$ cat src/rtl/evt_irq_pkg.sv
package evt_irq_pkg;
    localparam int GRP_W    = 16;
    localparam int NUM_GRP  = 2;
    localparam int NUM_CAP  = 17;
    localparam int NUM_OUT  = 8;
    localparam int NUM_TMR  = 4;
    localparam int NUM_DOVR = 3;   // overruns kept as individual group-1 bits
    localparam int ADDR_W   = 3;
    localparam int DATA_W   = 16;
    localparam int ROUTE_W  = 8;

    typedef enum logic [ADDR_W-1:0] {
        A_G0_PEND = 3'd0,
        A_G0_MASK = 3'd1,
        A_G1_PEND = 3'd2,
        A_G1_MASK = 3'd3,
        A_SH_PEND = 3'd4,
        A_SH_MASK = 3'd5,
        A_ROUTE   = 3'd6
    } reg_addr_e;

    typedef struct packed {
        logic       stack_pos;   // placeholder, no effect
        logic       nmi_pos;     // placeholder, no effect
        logic [1:0] spare;
        logic       g1_xfer;
        logic       g1_int;
        logic       g0_xfer;
        logic       g0_int;
    } route_t;

    // Group-1 bit placement: decoded by software, so positions are fixed.
    function automatic logic [GRP_W-1:0] pack_grp1(
        input logic                cap_hi,
        input logic [NUM_OUT-1:0]  outs,
        input logic [NUM_TMR-1:0]  tmrs,
        input logic [NUM_DOVR-1:0] ovrs);
        logic [GRP_W-1:0] v;
        v = '0;
        v[GRP_W-1] = cap_hi;
        for (int j = 0; j < NUM_OUT; j++)  v[NUM_TMR+NUM_DOVR+j] = outs[j];
        for (int k = 0; k < NUM_TMR; k++)  v[NUM_TMR+NUM_DOVR-1-k] = tmrs[k];
        for (int c = 0; c < NUM_DOVR; c++) v[NUM_DOVR-1-c] = ovrs[c];
        return v;
    endfunction
endpackage

$ cat src/rtl/evt_pend_bank.sv
module evt_pend_bank #(
    parameter int W = 16
) (
    input  logic         clk,
    input  logic         rst,
    input  logic [W-1:0] set_i,
    input  logic         clr_we,
    input  logic [W-1:0] clr_wd,
    input  logic         mask_we,
    input  logic [W-1:0] mask_wd,
    output logic [W-1:0] pend_o,
    output logic [W-1:0] mask_o,
    output logic         req_o
);
    logic [W-1:0] pend_q, mask_q, clr_v;

    always_comb clr_v = clr_we ? clr_wd : '0;

    always_ff @(posedge clk) begin
        if (rst) begin
            pend_q <= '0;
            mask_q <= '0;
        end else begin
            if (mask_we) mask_q <= mask_wd;
            pend_q <= (pend_q & ~clr_v) | set_i;
        end
    end

    assign pend_o = pend_q;
    assign mask_o = mask_q;
    assign req_o  = |(pend_q & mask_q);

    assert_set_sticks_R4: assert property (@(posedge clk) disable iff (rst)
        (set_i != '0) |=> ((pend_o & $past(set_i)) == $past(set_i)));

    assert_hold_R4: assert property (@(posedge clk) disable iff (rst)
        (!clr_we) |=> ((pend_o & $past(pend_o)) == $past(pend_o)));

    assert_w1c_R5: assert property (@(posedge clk) disable iff (rst)
        (clr_we && set_i == '0) |=> ((pend_o & $past(clr_wd)) == '0));

    assert_reset_clear_R9: assert property (@(posedge clk) disable iff (rst)
        $past(rst) |-> (pend_o == '0 && mask_o == '0));
endmodule

$ cat src/rtl/evt_grp_router.sv
module evt_grp_router (
    input  logic clk,
    input  logic rst,
    input  logic sum_i,
    input  logic int_en,
    input  logic xfer_en,
    output logic int_o,
    output logic xfer_o
);
    assign xfer_o = sum_i & xfer_en;
    assign int_o  = sum_i & int_en & ~xfer_en;

    assert_one_path_R7: assert property (@(posedge clk) disable iff (rst)
        !(int_o && xfer_o));

    assert_int_gate_R6: assert property (@(posedge clk) disable iff (rst)
        int_o |-> (int_en && sum_i));

    assert_xfer_gate_R6: assert property (@(posedge clk) disable iff (rst)
        xfer_o |-> (xfer_en && sum_i));
endmodule

$ cat src/rtl/evt_irq_aggregator.sv
module evt_irq_aggregator
    import evt_irq_pkg::*;
(
    input  logic                          clk,
    input  logic                          rst,
    input  logic [evt_irq_pkg::NUM_CAP-1:0] ev_cap,
    input  logic [evt_irq_pkg::NUM_OUT-1:0] ev_out,
    input  logic [evt_irq_pkg::NUM_TMR-1:0] ev_tmr,
    input  logic [evt_irq_pkg::NUM_CAP-1:0] ev_ovr,
    input  logic [evt_irq_pkg::ADDR_W-1:0]  bus_addr,
    input  logic [evt_irq_pkg::DATA_W-1:0]  bus_wdata,
    input  logic                          bus_we,
    output logic [evt_irq_pkg::DATA_W-1:0]  bus_rdata,
    output logic [evt_irq_pkg::NUM_GRP-1:0] int_req,
    output logic [evt_irq_pkg::NUM_GRP-1:0] xfer_req,
    output logic                          ovr_req
);
    logic [GRP_W-1:0] grp_set  [NUM_GRP];
    logic [GRP_W-1:0] grp_pend [NUM_GRP];
    logic [GRP_W-1:0] grp_mask [NUM_GRP];
    logic [NUM_GRP-1:0] grp_sum;
    logic [NUM_GRP-1:0] en_int, en_xfer;
    logic sh_set, sh_pend, sh_mask;
    route_t route_q;

    always_comb begin
        grp_set[0] = ev_cap[GRP_W-1:0];
        grp_set[1] = pack_grp1(ev_cap[NUM_CAP-1], ev_out, ev_tmr,
                               ev_ovr[NUM_DOVR-1:0]);
    end

    assign sh_set = |ev_ovr[NUM_CAP-1:NUM_DOVR];

    for (genvar g = 0; g < NUM_GRP; g++) begin : g_grp
        localparam logic [ADDR_W-1:0] PEND_A = ADDR_W'(2 * g);
        localparam logic [ADDR_W-1:0] MASK_A = ADDR_W'(2 * g + 1);
        evt_pend_bank #(.W(GRP_W)) u_bank (
            .clk     (clk),
            .rst     (rst),
            .set_i   (grp_set[g]),
            .clr_we  (bus_we && bus_addr == PEND_A),
            .clr_wd  (bus_wdata),
            .mask_we (bus_we && bus_addr == MASK_A),
            .mask_wd (bus_wdata),
            .pend_o  (grp_pend[g]),
            .mask_o  (grp_mask[g]),
            .req_o   (grp_sum[g])
        );
        evt_grp_router u_route (
            .clk     (clk),
            .rst     (rst),
            .sum_i   (grp_sum[g]),
            .int_en  (en_int[g]),
            .xfer_en (en_xfer[g]),
            .int_o   (int_req[g]),
            .xfer_o  (xfer_req[g])
        );
    end

    assign en_int  = {route_q.g1_int,  route_q.g0_int};
    assign en_xfer = {route_q.g1_xfer, route_q.g0_xfer};

    evt_pend_bank #(.W(1)) u_shared (
        .clk     (clk),
        .rst     (rst),
        .set_i   (sh_set),
        .clr_we  (bus_we && bus_addr == A_SH_PEND),
        .clr_wd  (bus_wdata[0]),
        .mask_we (bus_we && bus_addr == A_SH_MASK),
        .mask_wd (bus_wdata[0]),
        .pend_o  (sh_pend),
        .mask_o  (sh_mask),
        .req_o   (ovr_req)
    );

    always_ff @(posedge clk) begin
        if (rst)                               route_q <= '0;
        else if (bus_we && bus_addr == A_ROUTE) route_q <= route_t'(bus_wdata[ROUTE_W-1:0]);
    end

    always_comb begin
        case (bus_addr)
            A_G0_PEND: bus_rdata = grp_pend[0];
            A_G0_MASK: bus_rdata = grp_mask[0];
            A_G1_PEND: bus_rdata = grp_pend[1];
            A_G1_MASK: bus_rdata = grp_mask[1];
            A_SH_PEND: bus_rdata = {{(DATA_W-1){1'b0}}, sh_pend};
            A_SH_MASK: bus_rdata = {{(DATA_W-1){1'b0}}, sh_mask};
            A_ROUTE:   bus_rdata = {{(DATA_W-ROUTE_W){1'b0}}, route_q};
            default:   bus_rdata = '0;
        endcase
    end

    assert_shared_or_R3: assert property (@(posedge clk) disable iff (rst)
        (|ev_ovr[NUM_CAP-1:NUM_DOVR]) |=> sh_pend);

    assert_ovr_gate_R8: assert property (@(posedge clk) disable iff (rst)
        ovr_req |-> sh_mask);

    assert_idle_out_R9: assert property (@(posedge clk) disable iff (rst)
        $past(rst) |-> (int_req == '0 && xfer_req == '0 && !ovr_req));
endmodule

$ cat config.mk
export PLATFORM = sky130hd
export DESIGN_NAME = evt_irq_aggregator
export DESIGN_NICKNAME = d
export VERILOG_FILES = /design/src/rtl/evt_irq_pkg.sv /design/src/rtl/evt_pend_bank.sv /design/src/rtl/evt_grp_router.sv /design/src/rtl/evt_irq_aggregator.sv
export SDC_FILE = /design/constraint.sdc
export NUM_CORES = 1
export LEC_CHECK = 0
export BUFFER_PORTS_ARGS = -buffer_cell sky130_fd_sc_hd__buf_2
export CAP_MARGIN = 20
export CELL_PAD_IN_SITES_DETAIL_PLACEMENT = 1
export CELL_PAD_IN_SITES_GLOBAL_PLACEMENT = 2
export CORE_ASPECT_RATIO = 0.75
export CORE_MARGIN = 3
export CORE_UTILIZATION = 25
export DETAILED_ROUTE_END_ITERATION = 10
export PLACE_DENSITY_LB_ADDON = 0.1
export SYNTH_ARGS = -nofsm -noshare
export SYNTH_HDL_FRONTEND = slang
export SYNTH_SLANG_ARGS = --single-unit
$ cat constraint.sdc
create_clock -name clk -period 1.24 [get_ports clk]
set_input_delay 0.062 -clock clk [delete_from_list [all_inputs] [get_ports clk]]
set_output_delay 0.062 -clock clk [all_outputs]
set_load 0.02 [all_outputs]
==> summary.txt, run 1 <==
CTS
  – Clk Latency, worst-skew pair: about 330 ps
  – Worst-case clock buffer depth: 2
  – Buffer cell driving the clock tree root: sky130_fd_sc_hd__clkbuf_16
  – Clock tree sinks: between 70 and 80
  – H-tree Lvls: 3
  – CTS tree: built
  – Total CTS buffers: 9
  – Clock-pin transition on the worst setup and hold timing paths: 60 ps

Setup path
  – Worst Setup Path Type: register to output pin
  – Critical Path Source Type: register
  – CP Data Arrival Time: approximately 1700 ps
  – Crit end category: output pin
  – CP max FO: 2
  – Endpoint required time on the critical path: between 1000 and 1500 ps

Global route
  – GRT Total Usage: about 18%
  – Largest net degree at the start of global routing: between 70 and 80
  – Number of antenna violations at the first check in global routing: 0
  – Remaining global-route overflow: 0
  – Vias in the first global route: slightly below 4000
  – Wire length of the first global-routing pass: roughly 22 mm

Outcome
  – Violated checks: negative setup slack
  – Outcome: finished with violations

Floorplan
  – Width of the chip: 142 um
  – Vertical extent of the die: ~110 um
  – Overall die area: 0.0154 mm^2
  – Total core area: 0.0133 mm^2
  – Top-level port count: 89
  – Initial cell density of the core: about a quarter
  – Number of core rows: 36

Route
  – 1st-iter DRT viols: 151
  – Via count: 3706
  – Post-route antenna net violation count: 0
  – Final wirelength: 13.8 mm
  – Drt first pass iters: 4
  – Number of vias per cell after detailed routing: about 4.8
  – Number of remaining DRC errors: 0
  – Routed wire length per instance: around 18 um

Timing
  – Fin Clk Skew: 0 ps
  – Setup violation total in the final timing report: 20
  – Highest achievable clock rate: between 0.5 and 0.6 GHz
  – Least-Margin Pin Slew: between 400 and 500 ps
  – Final clock period utilization by the worst path: 141%
  – Final worst path period need: about 1800 ps
  – Number of hold-slack violations in the final timing report: 0
  – Post-Route Setup TNS: -7110 ps
  – Worst slew margin relative to its limit: around three quarters
  – Fin worst setup slack: -513 ps
  – Count of pins over their slew limit: 0
  – Setup repair after global routing missed its margin: yes

Synth
  – Post-synthesis sequential area ratio: around 43%
  – Most used flip-flop cell after synthesis: sky130_fd_sc_hd__dfxtp_1
  – Avg Cell Area, Syn: 8.41 um^2
  – Number of flops mapped to enable cells by yosys: 0
  – Synthesized netlist net count: roughly 480
  – Library cells used by synthesis: 33
  – Number of standard cells after synthesis: a little over 400
  – Yosys reg bits: 74
  – Post-synthesis instance area: approximately 0.0035 mm^2
  – Fraction of registers with async set/reset: 0%
  – Synthesis Warnings: 0

Cells and area
  – Final #Nets: 663
  – Most common library cell in the layout ignoring fill and taps: sky130_fd_sc_hd__nand2_1
  – Inserted Diodes: 0
  – Share of cells above drive strength 1: a little under half
  – Final-layout fill cell count: around 1500
  – Area growth syn-to-layout: 63.0%
  – Top library cells by usage in the layout, fill and taps aside: sky130_fd_sc_hd__nand2_1, sky130_fd_sc_hd__a21oi_1, sky130_fd_sc_hd__buf_2, sky130_fd_sc_hd__buf_4, sky130_fd_sc_hd__buf_6

Power
  – Power per cell area: about 1100 mW/mm^2
  – Power Total: 6.28 mW
  – Worst IR Drop VDD: roughly 650 uV
  – Proportion of total power due to net switching: roughly a quarter
  – Switching power: roughly 1.6 mW
  – Internal Pwr Total: 4.73 mW
  – Portion of total power attributed to sequential cells: just over 40%
  – Static power due to leakage: around 2.3 nW
  – Clock network fraction of total power: 42.3%
  – Logic pwr share: roughly 16%

Placed design
  – # port buffers: 88
  – Placer congestion estimate: just under 0.8
  – HPWL after DPL: ~10 mm

Flow run
  – Max-cap violation count: 0

Min path
  – Tightest Hold Check Type: primary input to register
## cells in the mapped netlist, types with 7 or more instances
master	instances	area share (%)
sky130_fd_sc_hd__a221oi_1	8	2.0
sky130_fd_sc_hd__a22o_1	8	2.0
sky130_fd_sc_hd__buf_4	10	2.2
sky130_fd_sc_hd__nor2b_1	12	2.2
sky130_fd_sc_hd__dfxtp_1	74	43
sky130_fd_sc_hd__mux4_2	16	10
sky130_fd_sc_hd__a21oi_1	73	10
sky130_fd_sc_hd__o22ai_1	7	1.3
sky130_fd_sc_hd__nand2_1	120	13
sky130_fd_sc_hd__inv_1	7	0.75
sky130_fd_sc_hd__nor2_1	35	3.8
sky130_fd_sc_hd__clkbuf_1	10	1.1
## final timing paths
| kind | start | to | slack [ps] | cells after the start |
|---|---|---|---|---|
| worst min-delay path | bus_wdata[15] | g_grp[0].u_bank.mask_o[15] | 10 | 3 |
| worst max register to register | g_grp[0].u_bank.mask_o[6] | g_grp[0].u_bank.mask_o[6] | 340 | 5 |
| worst min register to register | g_grp[1].u_bank.mask_o[12] | g_grp[1].u_bank.mask_o[12] | 470 | 2 |
| worst max-delay path | g_grp[1].u_bank.pend_o[5] | int_req[1] | -510 | 6 |
## layout make-up
class	instances	area [um^2]	share of cell area (%)
flip-flops and latches	74	1530	27.0
clock buffers	14	264	4.65
inverters	7	26.3	0.463
repair buffers	199	1640	29.0
clock inverters	2	35.0	0.617
multi-input cells	304	1960	34.6
well taps	171	214	3.77
## sequential cells by signal, summed over array words and instances (netlist names)
| name | cells |
|---|---|
| g_grp.u_bank.pend_o | 32 |
| g_grp.u_bank.mask_o | 32 |
| en_xfer | 2 |
| u_shared.pend_o | 1 |
| route_q | 4 |
| en_int | 2 |
| u_shared.mask_o | 1 |
## layer usage
layer / track usage (%) / vias to the layer above / routed length, um
met2: 29.7 / 77 / 6550
met5: 0 / - / 0
met3: 4.38 / 6 / 582
li1: - / 1793 / -
met4: 3.66 / 0 / 105
met1: 25.2 / 1830 / 6570
## cells by family after synthesis
logic type             count (synthesis)  synth area share [%]
buffers and inverters                 36                  6.00
AND/OR/NAND/NOR                      188                  24.3
flip-flops                            74                  42.5
multiplexers                          19                  11.2
AO/OA/AOI/OAI                         97                  15.9
## critical path: stages, from the launching register on
cell and delay (ps):
sky130_fd_sc_hd__dfxtp_2 320, sky130_fd_sc_hd__a22o_1 230, sky130_fd_sc_hd__a221oi_2 210, sky130_fd_sc_hd__buf_4 160
sky130_fd_sc_hd__and4_4 230, sky130_fd_sc_hd__nor3b_2 50, sky130_fd_sc_hd__buf_4 150
## power groups by stage
stage | Combinational (mW) | Sequential (mW) | Clock (mW)
2_1_floorplan | 0.391 | 2.59 | 0
3_3_place_gp | 0.818 | 2.62 | 0
3_5_place_dp | 0.828 | 2.62 | 0
4_1_cts | 0.997 | 2.59 | 2.72
5_1_grt | 1.12 | 2.61 | 2.86
6_report | 1.03 | 2.59 | 2.65
## per-stage QoR
step	hold WS [ps]	instance area, um^2	setup WS [ps]	util [%]	cells
after floorplan	179	3480	55.6	-	414
after global placement	266	4580	-304	34.4	715
after detailed placement	279	4580	-311	34.4	715
after CTS	5.12	5530	-540	41.6	766
after global routing	15.7	5680	-586	42.7	771
final	11.4	5680	-513	42.7	771
## timing repair
action                     in CTS  in global routing
hold endpoints to repair       32                  0
setup endpoints to repair      20                 20
pin swaps                       9                 10
gates resized for setup       107                 33
buffers inserted                3                  7
hold buffers                   32                  0
Note: power is estimated with default switching activity, not from simulation.
==> run 2: changes to the inputs <==
--- a/config.mk
+++ b/config.mk
@@ -11,7 +11,7 @@
 export CELL_PAD_IN_SITES_GLOBAL_PLACEMENT = 2
 export CORE_ASPECT_RATIO = 0.75
 export CORE_MARGIN = 3
-export CORE_UTILIZATION = 25
+export CORE_UTILIZATION = 30
 export DETAILED_ROUTE_END_ITERATION = 10
 export PLACE_DENSITY_LB_ADDON = 0.1
 export SYNTH_ARGS = -nofsm -noshare
==> constraint.sdc (replaced) <==
create_clock -name clk -period 1.24 [get_ports clk]
set_input_delay 0.124 -clock clk [delete_from_list [all_inputs] [get_ports clk]]
set_output_delay 0.124 -clock clk [all_outputs]
set_load 0.02 [all_outputs]
==> run 2 against run 1 <==
Effect of this change: clock power about the same; die area down 16%; flip-flop and latch count unchanged; the flow finishes with violations (negative hold slack, negative setup slack); first-iteration DRC count up 5.3%; clock skew unchanged; largest cell class unchanged; critical path depth unchanged.
==> summary.txt, run 2 (synthesis results as in run 1) <==
Global route
  – GRT Total Usage: 21.3%
  – Remaining global-route overflow: 0
  – Vias in the first global route: 3995
  – Wire length of the first global-routing pass: 21.2 mm
  – Largest net degree at the start of global routing: between 70 and 80
  – Number of antenna violations at the first check in global routing: 0

Setup path
  – Crit end category: output pin
  – Critical Path Source Type: register
  – Endpoint required time on the critical path: between 1000 and 1500 ps
  – CP max FO: 2
  – CP Data Arrival Time: ~1700 ps
  – Worst Setup Path Type: register to output pin

Power
  – Power per cell area: approximately 1100 mW/mm^2
  – Static power due to leakage: between 2 and 2.5 nW
  – Power Total: approximately 6.3 mW
  – Worst IR Drop VDD: ~820 uV

Min path
  – Tightest Hold Check Type: primary input to register

Cells and area
  – Share of cells above drive strength 1: between 40 and 50%
  – Most common library cell in the layout ignoring fill and taps: sky130_fd_sc_hd__nand2_1
  – Final #Nets: roughly 660
  – Post-route cell area: about 0.0056 mm^2
  – Top library cells by usage in the layout, fill and taps aside: sky130_fd_sc_hd__nand2_1, sky130_fd_sc_hd__a21oi_1, sky130_fd_sc_hd__buf_2, sky130_fd_sc_hd__buf_4, sky130_fd_sc_hd__buf_6
  – Final cell utilization of the core: around half
  – Inserted Diodes: 0
  – Area growth syn-to-layout: 61.6%
  – Final non-filler cell total: 740

CTS
  – Total CTS buffers: 9
  – Clock tree sinks: 74
  – Clock-pin transition on the worst setup and hold timing paths: roughly 60 ps
  – CTS tree: built
  – Worst-case clock buffer depth: 2
  – Clk Latency, worst-skew pair: roughly 340 ps
  – H-tree Lvls: 3
  – Buffer cell driving the clock tree root: sky130_fd_sc_hd__clkbuf_16

Route
  – Via count: between 3000 and 4000
  – Number of remaining DRC errors: 0
  – Post-route antenna net violation count: 0
  – Routed wire length per instance: 18.0 um
  – Number of vias per cell after detailed routing: between 5 and 6
  – Final wirelength: 13.3 mm
  – 1st-iter DRT viols: around 160
  – Drt first pass iters: 4

Timing
  – Final clock period utilization by the worst path: 150%
  – Count of pins over their slew limit: 0
  – Worst slew margin relative to its limit: between 70% and 80%
  – Highest achievable clock rate: between 0.5 and 0.6 GHz
  – Fin Clk Skew: 0 ps
  – Number of hold-slack violations in the final timing report: 1
  – Final worst path period need: approximately 1900 ps
  – Worst hold margin: -2.99 ps
  – Fin worst setup slack: -618 ps
  – Least-Margin Pin Slew: ~350 ps
  – Setup violation total in the final timing report: 20
  – Setup repair after global routing missed its margin: yes

Placed design
  – Placed Area: around 0.0047 mm^2
  – HPWL after DPL: 9.71 mm
  – # port buffers: 88
  – Placed cell count: between 600 and 700
  – Placer congestion estimate: slightly above 0.8

Floorplan
  – Total core area: roughly 0.011 mm^2
  – Number of core rows: 33
  – Overall die area: ~0.013 mm^2
  – Top-level port count: 89
  – Vertical extent of the die: slightly below 100 um
  – Initial cell density of the core: between 30 and 40%
  – Width of the chip: ~130 um

Outcome
  – Outcome: finished with violations
  – Violated checks: negative hold slack, negative setup slack

Flow run
  – Max-cap violation count: 0
[run 2: worst paths after layout]
kind,from,end,slack [ps],depth (start not counted)
max,g_grp[0].u_bank.mask_o[6],int_req[0],-620,6
min reg2reg,route_q[4],route_q[4],460,2
max reg2reg,g_grp[0].u_bank.pend_o[8],g_grp[0].u_bank.pend_o[8],260,5
min,ev_cap[7],g_grp[0].u_bank.pend_o[7],-3,3
[run 2: what timing repair did]
action / CTS / global route
setup endpoints to repair: 20 / 20
hold buffers: 22 / 0
setup buffers: 6 / 8
pin swaps: 7 / 7
hold endpoints to repair: 22 / 0
resized for setup: 112 / 26
[run 2: metal layers]
metal | wire, um | share of wire (%) | GRT usage (%) | vias up
met4 | 172 | 1.3 | 5.22 | 0
met1 | 6030 | 45 | 27.8 | 1806
met3 | 636 | 4.8 | 5.37 | 15
met5 | 0 | 0 | 0 | -
met2 | 6500 | 49 | 35.6 | 84
li1 | - | - | - | 1797
[run 2: power by group]
| group | switching (mW) | internal [mW] |
|---|---|---|
| clock network | 1.06 | 1.61 |
| registers | 0.0905 | 2.49 |
| logic | 0.471 | 0.567 |
[run 2: critical path: stages (launching register included)]
cell and delay (ps):
sky130_fd_sc_hd__dfxtp_2 320, sky130_fd_sc_hd__a22o_1 240, sky130_fd_sc_hd__a221oi_2 240, sky130_fd_sc_hd__buf_4 160
sky130_fd_sc_hd__and4_4 230, sky130_fd_sc_hd__nor3b_2 50, sky130_fd_sc_hd__buf_4 150
[run 2: per-stage QoR]
step / setup WS, ps / TNS [ps]
2_1_floorplan: -7.56 / -15.1
3_3_place_gp: -390 / -9440
3_5_place_dp: -400 / -11270
4_1_cts: -644 / -9190
5_1_grt: -692 / -9750
6_report: -618 / -8730
[run 2: layout make-up]
cell class	instances	area, um^2
clock buffers	11	243
clock inverters	4	52.6
fillers	1330	5520
inverters	7	26.3
multi-input cells	304	1970
flip-flops and latches	74	1530
well taps	140	175
repair buffers	200	1640
